<file path="src/rtl/latency_gate_pkg.sv">
package latency_gate_pkg;
  // Default geometry: forbidden latencies {1,5,6,8}, bit i-1 marks latency i.
  parameter int unsigned   LG_DEF_LEN   = 8;
  parameter logic [7:0]    LG_DEF_CV    = 8'b1011_0001;
  parameter int unsigned   LG_DEF_CNT_W = 8;
endpackage

</file>
<file path="src/rtl/lg_admit.sv">
module lg_admit #(
  parameter int unsigned LEN = 8
) (
  input  logic [LEN-1:0] state_i,
  input  logic           req_i,
  output logic           grant_o
);
  // The bit that leaves the state this cycle tells whether this latency is free.
  always_comb grant_o = req_i & ~state_i[0];
endmodule

</file>
<file path="src/rtl/lg_state_reg.sv">
module lg_state_reg #(
  parameter int unsigned   LEN     = 8,
  parameter logic [LEN-1:0] INIT_CV = '0
) (
  input  logic           clk,
  input  logic           rst,
  input  logic           grant_i,
  output logic [LEN-1:0] state_o
);
  logic [LEN-1:0] nxt;

  // Per bit: take the upper neighbour (zero at the top), add the vector on a start.
  for (genvar i = 0; i < LEN; i++) begin : g_bit
    if (i == LEN - 1) begin : g_top
      always_comb nxt[i] = grant_i & INIT_CV[i];
    end else begin : g_mid
      always_comb nxt[i] = state_o[i+1] | (grant_i & INIT_CV[i]);
    end
  end

  always_ff @(posedge clk) begin
    if (rst) state_o <= '0;
    else     state_o <= nxt;
  end
endmodule

</file>
<file path="src/rtl/lg_since_ctr.sv">
module lg_since_ctr #(
  parameter int unsigned CNT_W = 8
) (
  input  logic             clk,
  input  logic             rst,
  input  logic             grant_i,
  output logic [CNT_W-1:0] since_o
);
  localparam logic [CNT_W-1:0] SAT = {CNT_W{1'b1}};
  localparam logic [CNT_W-1:0] ONE = CNT_W'(1);

  always_ff @(posedge clk) begin
    if (rst)               since_o <= SAT;
    else if (grant_i)      since_o <= ONE;
    else if (since_o != SAT) since_o <= since_o + ONE;
  end
endmodule

</file>
<file path="src/rtl/latency_gate.sv">
module latency_gate
  import latency_gate_pkg::*;
#(
  parameter int unsigned    LEN     = LG_DEF_LEN,
  parameter logic [LEN-1:0] INIT_CV = LEN'(LG_DEF_CV),
  parameter int unsigned    CNT_W   = LG_DEF_CNT_W
) (
  input  logic             clk,
  input  logic             rst,
  input  logic             req_i,
  output logic             grant_o,
  output logic [LEN-1:0]   state_o,
  output logic [CNT_W-1:0] since_o
);
  logic gnt;

  lg_admit #(.LEN(LEN)) u_admit (
    .state_i (state_o),
    .req_i   (req_i),
    .grant_o (gnt)
  );

  lg_state_reg #(.LEN(LEN), .INIT_CV(INIT_CV)) u_state (
    .clk     (clk),
    .rst     (rst),
    .grant_i (gnt),
    .state_o (state_o)
  );

  lg_since_ctr #(.CNT_W(CNT_W)) u_since (
    .clk     (clk),
    .rst     (rst),
    .grant_i (gnt),
    .since_o (since_o)
  );

  assign grant_o = gnt;
endmodule

</file>
<file path="config.mk">
export PLATFORM = sky130hd
export DESIGN_NAME = latency_gate
export DESIGN_NICKNAME = d
export VERILOG_FILES = /design/src/rtl/latency_gate_pkg.sv /design/src/rtl/lg_admit.sv /design/src/rtl/lg_state_reg.sv /design/src/rtl/lg_since_ctr.sv /design/src/rtl/latency_gate.sv
export SDC_FILE = /design/constraint.sdc
export NUM_CORES = 1
export LEC_CHECK = 0
export ABC_AREA = 1
export BUFFER_PORTS_ARGS = -buffer_cell sky130_fd_sc_hd__clkbuf_2
export CELL_PAD_IN_SITES_DETAIL_PLACEMENT = 1
export CELL_PAD_IN_SITES_GLOBAL_PLACEMENT = 2
export CORE_ASPECT_RATIO = 1.75
export CORE_MARGIN = 2
export CORE_UTILIZATION = 29
export DETAILED_ROUTE_END_ITERATION = 8
export PLACE_DENSITY_LB_ADDON = 0.1
export SETUP_SLACK_MARGIN = 0.3
export SLEW_MARGIN = 20
export SYNTH_ARGS = -nofsm -noshare
export SYNTH_HDL_FRONTEND = slang
export SYNTH_SLANG_ARGS = --single-unit
</file>
<file path="constraint.sdc">
create_clock -name clk -period 3.5 [get_ports clk]
set_input_delay 0.35 -clock clk [delete_from_list [all_inputs] [get_ports clk]]
set_output_delay 0.35 -clock clk [all_outputs]
set_load 0.1 [all_outputs]
</file>
==> metrics.md <==
| Metric | Value |
|---|---|
| Status | finished, final reports clean |
| Cell Area, Synth | 717 um^2 |
| Total Routing Usage GR | 0.129 |
| Worst hold path class | in2reg |
| Yosys cell types | 18 |
| Worst setup EP type | output port |
| Initial DRC count | 8 |
| Cells after Synth | 96 |
| Drt wl/cell | about 12 um |
| Area Growth Syn to Fin | 18.5% |
| Initial cell density of the core | 0.308 |
| Core Util, Final | 0.364 |
| Worst setup margin | 1950 ps |
| DIE AREA | 0.00290 mm^2 |
| Initial antenna violation count | 0 |
| Tcrit/Tclk final | 0.442 |
| Post-synth EDFFs | 0 |
| Clock skew | approximately 0.26 ps |
| YS warnings | 0 |
| IO Pins | 20 |
| Routed Antenna Nets | 0 |
| CTS clk-pin slew, worst paths | 60 ps |
| CTS-repair resized insts | 0 |
| Vias in the first global route | 631 |
| H-tree Lvls | 1 |
| Slew Viols, Final | 0 |
| Post-Place Cells | 135 |
| Post-synth top cells | 26 x nand2_1, 16 x dfxtp_1, 15 x inv_1 |
| Worst Setup Start Kind | flop |
| Post-synthesis sequential area ratio | 0.447 |
| Top_reg_cell synth | dfxtp_1 |
| CP arrival | ~1200 ps |
| Async S/R FF share, synth | 0 |
| Routed met3 length | about 66 um |
| Layout cells sized above 1 | 0.265 |
| Largest net degree at the start of global routing | 12 |
| Unrepaired setup endpoints after global routing | no |
| DP HPWL | 1330 um |
| Crit path kind | reg2out |
| Least-Margin Pin Slew | approximately 540 ps |
| CP Max Fanout | 3 |
| Maximum VDD drop | 268 uV |
| Top-count cell post-synth | nand2_1 |
| Crit. Startpoint | u_state.state_o[0] |
| DRT Pass-1 Iters | 3 |
| Drt total wl | 1670 um |
| Post-synthesis register bit count | 16 |
| Register area | 320 um^2 |
| Main area contributors after synthesis | dfxtp_1 45%, nand2_1 14%, nand3_1 9.1% |
| DRC violations left | 0 |
| Maximum root-to-sink buffer count | 2 |
| Core area | 0.00233 mm^2 |
| Multi-input logic area | between 300 and 400 um^2 |
| Syn_nets | 100 |
| LEAKAGE | 0.478 nW |
| Port Buffer Count | 19 |
| Chip width | 41.6 um |
| Antenna diodes | 0 |
| Post-Layout Cell Count | 138 |
| Avg Cell Area, Syn | between 7 and 8 um^2 |
| R2r setup slk | 2160 ps |
| Gpl congestion | around 0.75 |
| Fmax | around 0.65 GHz |
| Critical hold path startpoint | rst |
| TNS Setup | 0 ps |
| Worst EP required | approximately 3200 ps |
| Clock sinks | 16 |
| Setup WS pre-CTS | 2070 ps |
| Top-area cell type share of the netlist area | 0.447 |
| Reg-to-Reg End | u_since.since_o[3] |
| CTS Buf Count | 3 |
| Pwr dens | between 700 and 800 mW/mm^2 |
| Clock Latency Late Sink | approximately 240 ps |
| Fin crit period | 1550 ps |
| Die height | ~70 um |
| Row count | 23 |
| Final instance area | ~850 um^2 |
| Total grt overflow | 0 |
| Max layer used | met4 |
| Final setup fails | 0 |
| Layout Nets | 119 |
| Worst hold slack | between 300 and 400 ps |
| R2r startpoint | u_since.since_o[0] |
| Crit path to | grant_o |
| Clock tree from TritonCTS | built |
| Vias per inst | approximately 4.7 |
| CTS root buffer | clkbuf_8 |
| Yosys top cell by area | dfxtp_1 |
| Setup repair bufs after CTS | 0 |
| Final Hold Viols | 0 |
| Post-DP Area | 808 um^2 |
| Maximum capacitance violations | 0 |
| Worst Reg2Reg Path Length in Cells | 6 |
| Via count | 646 |
| First-pass GRT wire length | 2790 um |
| Met2 wire len | 948 um |
| Layout fillers | about 310 |
| Total power | 626 uW |
| Metal-1 WL | 622 um |
| Hold buffer count at CTS | 0 |
| Rel. slew slack | 0.639 |
==> sequential cells by signal, indices dropped and copies added, names as in the netlist <==
signal and cells:
u_state.state_o 8, u_since.since_o 8
==> power by group <==
| group | total (mW) | internal [mW] | switching, mW |
|---|---|---|---|
| Clock | 0.134 | 0.0762 | 0.0577 |
| Combinational | 0.269 | 0.0483 | 0.221 |
| Sequential | 0.223 | 0.202 | 0.0203 |
==> worst min-delay path by stage <==
stage / end / cells past startpoint / slack, ps
after floorplan: u_state.state_o[1] / 2 / 400
after global placement: u_state.state_o[3] / 2 / 420
after detailed placement: u_state.state_o[3] / 2 / 420
after CTS: u_state.state_o[2] / 2 / 330
after global routing: u_state.state_o[1] / 2 / 360
final: u_state.state_o[3] / 2 / 330
==> logic make-up after synthesis <==
group	after synthesis	synth area share
simple gates	56	0.386
buf+inv	21	0.133
flops	16	0.447
fa+ha+maj	1	0.0174
compound gates	2	0.0174
==> layout by cell type, fill, tap and decap left out <==
| cell | n |
|---|---|
| o21bai_1 | 1 |
| or2_2 | 1 |
| dfxtp_1 | 16 |
| nand3_2 | 1 |
| clkbuf_2 | 19 |
| o21ai_0 | 1 |
| nand2_2 | 2 |
| inv_1 | 15 |
| nand4_1 | 4 |
| nand2_1 | 26 |
| nand3_1 | 13 |
| nor2_8 | 1 |
| nor2_4 | 1 |
| nor2_2 | 1 |
| inv_2 | 1 |
| ha_1 | 1 |
| clkbuf_8 | 3 |
| nor2_1 | 6 |
==> critical path: stages, from the launching register on <==
cell and delay [ps]:
dfxtp_1 320, nor2_2 160, clkbuf_2 480
==> per-layer routing <==
| metal | up-vias | track usage |
|---|---|---|
| met3 | 4 | 0.0234 |
| met4 | 0 | 0.0860 |
| li1 | 328 | - |
| met2 | 14 | 0.238 |
| met1 | 300 | 0.123 |
| met5 | - | 0 |
==> final cells by class <==
class | count | area share
clock buffers | 3 | 0.0486
repair buffers | 19 | 0.112
inverters | 16 | 0.0707
flip-flops and latches | 16 | 0.377
well taps | 25 | 0.0368
multi-input cells | 59 | 0.355
No activity file was read; power rests on OpenSTA's default activity.
